`src/rtl/ext_irq_ctrl.sv`:
```
module ext_irq_ctrl #(
  parameter int NSRC      = 6,
  parameter int LVL_W     = 3,
  parameter int WID_W     = 8,
  parameter int ADDR_W    = 4,
  parameter int DATA_W    = 16,
  parameter int NMI_W_RST = 2,
  localparam int NUM_W    = $clog2(NSRC + 1)
) (
  input  logic              clk,
  input  logic              rst_n,
  input  logic              accept_en,
  input  logic [NSRC-1:0]   irq_pin,
  input  logic              nmi_pin,
  input  logic              reg_we,
  input  logic [ADDR_W-1:0] reg_addr,
  input  logic [DATA_W-1:0] reg_wdata,
  output logic [DATA_W-1:0] reg_rdata,
  input  logic [LVL_W-1:0]  cpu_ipl,
  input  logic              ack_mask,
  input  logic              ack_fast,
  output logic              irq_req,
  output logic [NUM_W-1:0]  irq_num,
  output logic [LVL_W-1:0]  irq_level,
  output logic [DATA_W-1:0] ack_info
);
  localparam int SENSE_B   = LVL_W;
  localparam int POL_B     = LVL_W + 1;
  localparam int REQ_B     = LVL_W + 2;
  localparam int INFO_M    = 0;
  localparam int INFO_F    = 2;
  localparam int CTRL_BASE = 4;
  localparam int NMI_ADDR  = CTRL_BASE + NSRC;
  localparam int LVL_POS   = 8;

  logic [NSRC-1:0]  s1_q, s2_q, prev_q, req_q, sense_lvl, pol_hi;
  logic [LVL_W-1:0] prio_q [NSRC];
  logic [NSRC-1:0]  act, edge_evt, wr_ctl, clr, req_d;
  logic [LVL_W-1:0] best_lvl;
  logic [NUM_W-1:0] best_idx;
  logic             mask_ok, ack_any;

  logic             n1_q, n2_q, nflt_q, nmi_pend;
  logic [WID_W-1:0] ncnt_q, nwid_q;
  logic [WID_W:0]   eff_w, ncnt_inc;
  logic             n_differ, n_settle, nmi_fall, nmi_ack, wr_nmi;

  logic unused_wdata;
  assign unused_wdata = ^reg_wdata[DATA_W-1:WID_W];

  assign act      = ~(s2_q ^ pol_hi);
  assign edge_evt = act & ~prev_q;
  assign ack_any  = (ack_mask | ack_fast) & irq_req;

  for (genvar i = 0; i < NSRC; i++) begin : g_src
    assign wr_ctl[i] = reg_we && (reg_addr == ADDR_W'(CTRL_BASE + i));
    assign clr[i]    = (ack_any && !nmi_pend && best_idx == NUM_W'(i))
                     || (wr_ctl[i] && !reg_wdata[REQ_B]);
    assign req_d[i]  = sense_lvl[i] ? (act[i] && !clr[i])
                                    : (edge_evt[i] || (req_q[i] && !clr[i]));
  end

  always_ff @(posedge clk or negedge rst_n) begin
    if (!rst_n) begin
      s1_q      <= '0;
      s2_q      <= '0;
      prev_q    <= '1;
      req_q     <= '0;
      sense_lvl <= '0;
      pol_hi    <= '0;
      for (int i = 0; i < NSRC; i++) prio_q[i] <= '0;
    end else begin
      s1_q   <= irq_pin;
      s2_q   <= s1_q;
      prev_q <= act;
      req_q  <= req_d;
      for (int i = 0; i < NSRC; i++) begin
        if (wr_ctl[i]) begin
          prio_q[i]    <= reg_wdata[LVL_W-1:0];
          sense_lvl[i] <= reg_wdata[SENSE_B];
          pol_hi[i]    <= reg_wdata[POL_B];
        end
      end
    end
  end

  always_comb begin
    best_lvl = '0;
    best_idx = '0;
    for (int i = 0; i < NSRC; i++) begin
      if (req_q[i] && prio_q[i] > best_lvl) begin
        best_lvl = prio_q[i];
        best_idx = NUM_W'(i);
      end
    end
  end

  assign eff_w    = (nwid_q == '0) ? (WID_W+1)'(1) : {1'b0, nwid_q};
  assign ncnt_inc = {1'b0, ncnt_q} + (WID_W+1)'(1);
  assign n_differ = n2_q != nflt_q;
  assign n_settle = n_differ && (ncnt_inc >= eff_w);
  assign nmi_fall = n_settle && !n2_q;
  assign nmi_ack  = ack_any && nmi_pend;
  assign wr_nmi   = reg_we && (reg_addr == ADDR_W'(NMI_ADDR));

  always_ff @(posedge clk or negedge rst_n) begin
    if (!rst_n) begin
      n1_q     <= 1'b1;
      n2_q     <= 1'b1;
      nflt_q   <= 1'b1;
      ncnt_q   <= '0;
      nwid_q   <= WID_W'(NMI_W_RST);
      nmi_pend <= 1'b0;
    end else begin
      n1_q <= nmi_pin;
      n2_q <= n1_q;
      if (n_settle) begin
        nflt_q <= n2_q;
        ncnt_q <= '0;
      end else if (n_differ) begin
        ncnt_q <= ncnt_inc[WID_W-1:0];
      end else begin
        ncnt_q <= '0;
      end
      if (nmi_fall)     nmi_pend <= 1'b1;
      else if (nmi_ack) nmi_pend <= 1'b0;
      if (wr_nmi) nwid_q <= reg_wdata[WID_W-1:0];
    end
  end

  assign mask_ok   = (best_lvl != '0) && (best_lvl > cpu_ipl);
  assign irq_req   = accept_en && (nmi_pend || mask_ok);
  assign irq_num   = !irq_req ? '0 : (nmi_pend ? NUM_W'(NSRC) : best_idx);
  assign irq_level = !irq_req ? '0 : (nmi_pend ? '1 : best_lvl);

  always_comb begin
    ack_info = '0;
    ack_info[NUM_W-1:0] = irq_num;
    ack_info[LVL_POS +: LVL_W] = irq_level;
  end

  always_comb begin
    reg_rdata = '0;
    if (reg_addr == ADDR_W'(INFO_M) || reg_addr == ADDR_W'(INFO_F))
      reg_rdata = ack_info;
    if (reg_addr == ADDR_W'(NMI_ADDR))
      reg_rdata[WID_W-1:0] = nwid_q;
    for (int i = 0; i < NSRC; i++) begin
      if (reg_addr == ADDR_W'(CTRL_BASE + i)) begin
        reg_rdata[LVL_W-1:0] = prio_q[i];
        reg_rdata[SENSE_B]   = sense_lvl[i];
        reg_rdata[POL_B]     = pol_hi[i];
        reg_rdata[REQ_B]     = req_q[i];
      end
    end
  end
endmodule

```
`config.mk`:
```
export PLATFORM = sky130hd
export DESIGN_NAME = ext_irq_ctrl
export DESIGN_NICKNAME = d
export VERILOG_FILES = /design/src/rtl/ext_irq_ctrl.sv
export SDC_FILE = /design/constraint.sdc
export NUM_CORES = 1
export LEC_CHECK = 0
export BUFFER_PORTS_ARGS = -buffer_cell sky130_fd_sc_hd__buf_2
export CORE_UTILIZATION = 58
export DETAILED_ROUTE_END_ITERATION = 16
export GPL_ROUTABILITY_DRIVEN = 0
export PLACE_DENSITY_LB_ADDON = 0.08
export SYNTH_ARGS = -nofsm -noshare
export SYNTH_HDL_FRONTEND = slang
export SYNTH_SLANG_ARGS = --single-unit
```
`constraint.sdc`:
```
create_clock -name clk -period 9.55 [get_ports clk]
set_input_delay 0.4775 -clock clk [delete_from_list [all_inputs] [get_ports clk]]
set_output_delay 0.4775 -clock clk [all_outputs]
set_load 0.05 [all_outputs]
```
==> flow_summary_export.csv, run 1 <==
group,metric,value,unit
outcome,status,"complete, no violations",
route,ant_nets,0,
place,dp.cells,650,
worst_setup_path,required,9.07,ns
floorplan,die_area,0.008599,mm^2
floorplan,core_area,0.007848,mm^2
synth,synth-seq-area-share,0.3905,
place,port_buffers,51,
route,dr.pass1.iters,5,
worst_setup_path,end_kind,"output port",
cells_and_area,design_area,0.005350,mm^2
synth,syn_area,0.004775,mm^2
cells_and_area,drive_above_1_share,0.2592,
clocking,cts_root_buf,"clkbuf_8",
timing,setup_viol,0,
route,drt-vias-per-instance,6.108,
worst_setup_path,arrival,8.52,ns
grt,grt_start_max_net_pins,75,
worst_setup_path,critPathMaxStageDelay,0.51,ns
clocking,htree_levels,3,
timing,fmax,111.1,MHz
worst_setup_path,worst_path_max_delay_cell,"or4_1",
floorplan,io_pins,75,
synth,async_reset_ff_frac,1.000,
timing,finalSetupTns,0,ns
grt,grt_usage,0.2903,
power,p_per_area,363.8,mW/mm^2
worst_setup_path,r2r_setup_slack,1.55,ns
grt,grt_pass1_wl,19240,um
clocking,cts_tree,"yes",
worst_setup_path,path_class,"register to output port",
cells_and_area,syn2layout_area_growth,12.05,%
timing,slew_violations,0,
clocking,cts_buffer_depth,2,
hold_path,hold_path_class,"input port to register",
run,cap_violations,0,
route,vias,4111,
worst_setup_path,worstPathMaxFanout,7,
cells_and_area,n_antenna_cell,0,
power,peakVddDrop,0.1844,mV
grt,grt_overflow,0,
route,drt_first_iter_violations,226,
clocking,cts_buffers,9,
synth,synth.distinct_cells,71,
grt,grt_antenna_before_repair,0,
clocking,cts-hold-fix-buffers,0,
synth,postSynthCellCount,512,
power,leakage,2.561,nW
timing,finalHoldViolCount,0,
timing,finClkSkew,0.01632,ns
synth,avgSynthCellArea,9.325,um^2
route,drc,0,
floorplan,num_rows,32,
place,dpl-instance-area,0.005044,mm^2
route,wl_per_cell,17.40,um
synth,synthFlopType,"dfrtp_1",
cells_and_area,fin_cells,673,
timing,fin_hold_ws,0.2285,ns
synth,yosysWarnings,0,
clocking,cts.reportedPaths.clkPinSlew,0.08,ns
timing,worst_pin_slew,1.174,ns
timing,fin_crit,9.000,ns
floorplan,die_h,92.73,um
floorplan,die_x,92.73,um
cells_and_area,nets,621,
synth,synth-seq-cells,74,
worst_setup_path,start_kind,"register",
timing,fin_crit_sh,0.9424,
clocking,cts.sinks,74,
floorplan,initial_utilization,0.6084,
worst_setup_path,crit_top_cell,"ha_1",
clocking,clock_latency,0.35,ns
synth,synth_edf_count,0,
grt,grt_pass1_vias,3935,
place,dp_hpwl,8675,um
route,wirelength,11710,um
timing,rsz0062_at_grt,"false",
timing,relSlewSlack,0.2117,
Yosys cell counts, types with 5 or more instances:
| cell type | count | area share |
|---|---|---|
| a21oi_1 | 27 | 0.028 |
| dfrtp_1 | 64 | 0.34 |
| nor2_1 | 45 | 0.035 |
| nand2_1 | 47 | 0.037 |
| o21a_1 | 6 | 0.0094 |
| buf_4 | 21 | 0.033 |
| nand3_1 | 12 | 0.013 |
| and2_1 | 8 | 0.010 |
| mux2_2 | 34 | 0.080 |
| nor2b_1 | 8 | 0.010 |
| xor2_1 | 11 | 0.020 |
| and3_1 | 13 | 0.017 |
| inv_1 | 28 | 0.022 |
| clkbuf_1 | 13 | 0.010 |
| a21o_1 | 7 | 0.011 |
| nor3_1 | 10 | 0.010 |
| ha_1 | 19 | 0.050 |
| o32ai_1 | 5 | 0.0092 |
| a211oi_1 | 5 | 0.0079 |
| dfstp_2 | 10 | 0.055 |
| o21ai_0 | 24 | 0.025 |
final cells by class:
| cell class | instances | area, um^2 |
|---|---|---|
| clock buffers | 9 | 123.9 |
| clock inverters | 7 | 100.1 |
| fillers | 655 | 2497 |
| inverters | 28 | 105.1 |
| multi-input cells | 388 | 2663 |
| flip-flops and latches | 74 | 1866 |
| well taps | 102 | 127.6 |
| repair buffers | 65 | 365.4 |
flip-flops by register name (all words and copies together), names as in the netlist:
signal / flops
prio_q: 18
ncnt_q: 8
nwid_q: 8
pol_hi: 6
prev_q: 6
req_q: 6
s1_q: 6
s2_q: 6
sense_lvl: 6
n1_q: 1
n2_q: 1
nflt_q: 1
nmi_pend: 1
what timing repair did:
item | 4_1_cts | 5_1_grt
gates resized for setup | 1 | 9
pin swaps | 1 | 5
setup buffers | 1 | 6
endpoints found under the setup margin | 7 | 19
kinds of logic (layout without fill, tap and decap cells):
group | Yosys count | in the layout | synth area share
AO/OA/AOI/OAI | 137 | 137 | 0.2070
adder cells (fa/ha/maj) | 21 | 21 | 0.05398
XOR/XNOR | 13 | 13 | 0.02385
AND/OR/NAND/NOR | 165 | 165 | 0.1690
other | 1 | 15 | 0.0007854
buffers and inverters | 64 | 109 | 0.06840
multiplexers | 37 | 37 | 0.08648
flip-flops | 74 | 74 | 0.3905
worst max-delay path: cells and delay by family, from the launching register on:
kind	cells	cell delay (ns)
adders and majority gates	6	1.63
and+or+nand+nor	14	2.34
DFF	1	0.48
buffers and inverters	5	0.65
muxes	1	0.38
AOI/OAI and AO/OA	15	2.68
power breakdown:
group | total, W | switching (W) | internal, W
registers | 0.000477 | 0.0000905 | 0.000387
clock network | 0.000273 | 0.000124 | 0.000149
logic | 0.00120 | 0.000733 | 0.000464
total | 0.00195 | 0.000947 | 0.000999
through the flow:
stage / power, W / util / setup slack, ns
after CTS: 0.001881 / 0.6722 / 0.007020
after floorplan: 0.001337 / - / 0.4368
after global placement: 0.001555 / 0.6427 / 0.4958
final: 0.001946 / 0.6818 / 0.5502
after global routing: 0.002081 / 0.6818 / 0.01200
after detailed placement: 0.001590 / 0.6427 / 0.3071
layout by cell type (no fill, tap or decap), types with 13 or more instances in the layout:
| cell type | instances |
|---|---|
| dfrtp_1 | 63 |
| buf_2 | 49 |
| nand2_1 | 46 |
| nor2_1 | 42 |
| mux2_2 | 34 |
| inv_1 | 28 |
| a21oi_1 | 27 |
| o21ai_0 | 23 |
| ha_1 | 19 |
| conb_1 | 15 |
| buf_4 | 15 |
| and3_1 | 13 |
worst paths after layout:
check / to / from / depth (start not counted)
worst max-delay path: reg_rdata[9] / prio_q[13] / 41
worst min-delay path: n1_q / nmi_pin / 1
worst max register to register: req_q[1] / prio_q[13] / 40
worst min register to register: s2_q[2] / s1_q[2] / 0
max in group asynchronous: req_q[0] / rst_n / 1
min in group asynchronous: req_q[3] / rst_n / 1
per-layer routing:
layer,vias to the layer above,routed length (um),global-route usage,part of all wire
met5,-,0,0,0
met4,0,242,0.09487,0.021
met3,26,667,0.06486,0.057
met2,157,5831,0.4920,0.50
met1,1993,4971,0.3678,0.42
li1,1935,-,-,-
Note: power is estimated with default switching activity, not from simulation.
==> run 2: changes to the inputs <==
- CORE_UTILIZATION: 58 -> 51
==> run 2 against run 1 <==
Compared with the run above:
- hold slack got worse by 0.0064 ns
- clock-buffer cell count up 1
- critical endpoint is now reg_rdata[1]
- wire length grew 2.6%
- largest power group unchanged
- largest cell class unchanged
- sequential share of layout area up 0.11 points
- first-iteration DRC count up 3.1%
==> flow_summary_export.csv, run 2 (same netlist as run 1, synthesis figures left out) <==
group,metric,value,unit
grt,grt_start_max_net_pins,75,
grt,grt_usage,0.2605,
cells_and_area,fill_cells,817,
route,drt-vias-per-instance,5.978,
route,ant_nets,0,
route,wirelength,12020,um
timing,fmax,109.1,MHz
grt,grt_antenna_before_repair,0,
floorplan,num_rows,34,
cells_and_area,nets,618,
run,cap_violations,0,
worst_setup_path,worstPathMaxFanout,5,
cells_and_area,largest_reg_flops,18,
clocking,cts_buffers,9,
timing,finalHoldViolCount,0,
worst_setup_path,worst_path_max_delay_cell,"or4_1",
timing,slew_violations,0,
timing,worst_pin_slew,0.9951,ns
cells_and_area,top_regs,"prio_q (18), ncnt_q (8), nwid_q (8)",
hold_path,holdPathStages,1,
worst_setup_path,arrival,8.69,ns
worst_setup_path,path_class,"register to output port",
grt,grt_pass1_vias,4020,
cells_and_area,final_common_cell,"dfrtp_1",
power,leakage,2.548,nW
timing,setup_viol,0,
cells_and_area,drive_above_1_share,0.2623,
worst_setup_path,crit_top_cell,"ha_1",
cells_and_area,design_area,0.005336,mm^2
clocking,cts_buffer_depth,2,
grt,grt_overflow,0,
timing,fin_crit,9.168,ns
cells_and_area,seq_area,0.001867,mm^2
hold_path,hold_path_class,"input port to register",
timing,relSlewSlack,0.3321,
worst_setup_path,r2r_cells,41,
cells_and_area,n_antenna_cell,0,
clocking,cts-hold-fix-buffers,0,
cells_and_area,layout_common_cells,"62 x dfrtp_1, 48 x buf_2, 46 x nand2_1, 42 x nor2_1, 34 x mux2_2",
grt,grt_pass1_wl,19950,um
timing,fin_crit_sh,0.9600,
route,dr.pass1.iters,4,
timing,fin_hold_ws,0.2221,ns
cells_and_area,multi_input_area,0.002675,mm^2
power,p_per_area,364.1,mW/mm^2
route,drc,0,
clocking,cts_tree,"yes",
place,dp_hpwl,8935,um
place,port_buffers,51,
route,drt_first_iter_violations,233,
worst_setup_path,critPathMaxStageDelay,0.52,ns
floorplan,die_area,0.009753,mm^2
clocking,clock_latency,0.35,ns
floorplan,initial_utilization,0.5370,
clocking,cts.reportedPaths.clkPinSlew,0.09,ns
timing,finClkSkew,0.01174,ns
floorplan,die_h,98.76,um
clocking,cts.sinks,74,
floorplan,core_area,0.008891,mm^2
route,wl_per_cell,17.78,um
power,peakVddDrop,0.2227,mV
clocking,cts_root_buf,"clkbuf_8",
route,vias,4041,
worst_setup_path,start_kind,"register",
place,dpl-instance-area,0.005051,mm^2
worst_setup_path,end_kind,"output port",
floorplan,io_pins,75,
outcome,status,"complete, no violations",
worst_setup_path,required,9.07,ns
timing,finalSetupTns,0,ns
clocking,htree_levels,3,
cells_and_area,syn2layout_area_growth,11.77,%
cells_and_area,regMostFlops,"prio_q",
floorplan,die_x,98.76,um
-- run 2: changes by cell type in the layout (fill, tap and decap cells not counted), sizes merged --
cell | previous run | this run
buf | 64 | 61
clkbuf | 10 | 11
inv | 30 | 31
clkinvlp | 3 | 2
bufinv | 2 | 1
-- run 2: per-layer routing --
layer	track usage	up-vias	wire length (um)
li1	-	1932	-
met1	0.3324	1996	5388
met2	0.4572	93	5994
met3	0.03262	20	413
met4	0.08840	0	220
met5	0	-	0
-- run 2: timing repair --
item,4_1_cts,5_1_grt
pin swaps,1,3
gates resized for setup,2,14
setup endpoints to repair,17,19
setup buffers,1,3
-- run 2: cell type report --
cell class | count | area share
Clock buffer | 10 | 0.02579
Clock inverter | 6 | 0.01336
Inverter | 28 | 0.01970
Multi-Input combinational cell | 388 | 0.5013
Sequential cell | 74 | 0.3498
Tap cell | 108 | 0.02532
Timing Repair Buffer | 62 | 0.06471
-- run 2: where the power goes --
group / internal [W] / switching [W] / total (W)
sequential: 0.000387 / 0.0000925 / 0.000479
combinational: 0.000459 / 0.000745 / 0.00120
clock: 0.000131 / 0.000129 / 0.000260
-- run 2: worst paths after layout --
check                      slack [ns]            to      from
hold reg to reg                  0.35       s2_q[3]   s1_q[3]
setup / recovery                 0.38  reg_rdata[1]  req_q[0]
setup reg to reg                 1.36      req_q[0]  req_q[0]
hold / removal                   0.22          n1_q   nmi_pin
min in group asynchronous        0.27     ncnt_q[2]     rst_n
max in group asynchronous        8.66    prio_q[13]     rst_n
-- run 2: critical path, delay by kind of cell, from the launching register on --
family                   cells  cell delay (ns)
flip-flops                   1             0.41
buffers and inverters        4             0.42
AO/OA/AOI/OAI               15             3.01
multiplexers                 1             0.37
AND/OR/NAND/NOR             15             2.47
adder cells (fa/ha/maj)      6             1.62
-- run 2: stage by stage --
step           total power [W]  utilization  worst slack [ns]  instances
6_report              0.001943       0.6002            0.3816        676
5_1_grt               0.002079       0.6002         -0.009369        676
4_1_cts               0.001882       0.5927           0.04145        673
3_5_place_dp          0.001599       0.5681            0.2554        656
3_3_place_gp          0.001569       0.5681            0.5105        656
2_1_floorplan         0.001337            -            0.4368        526
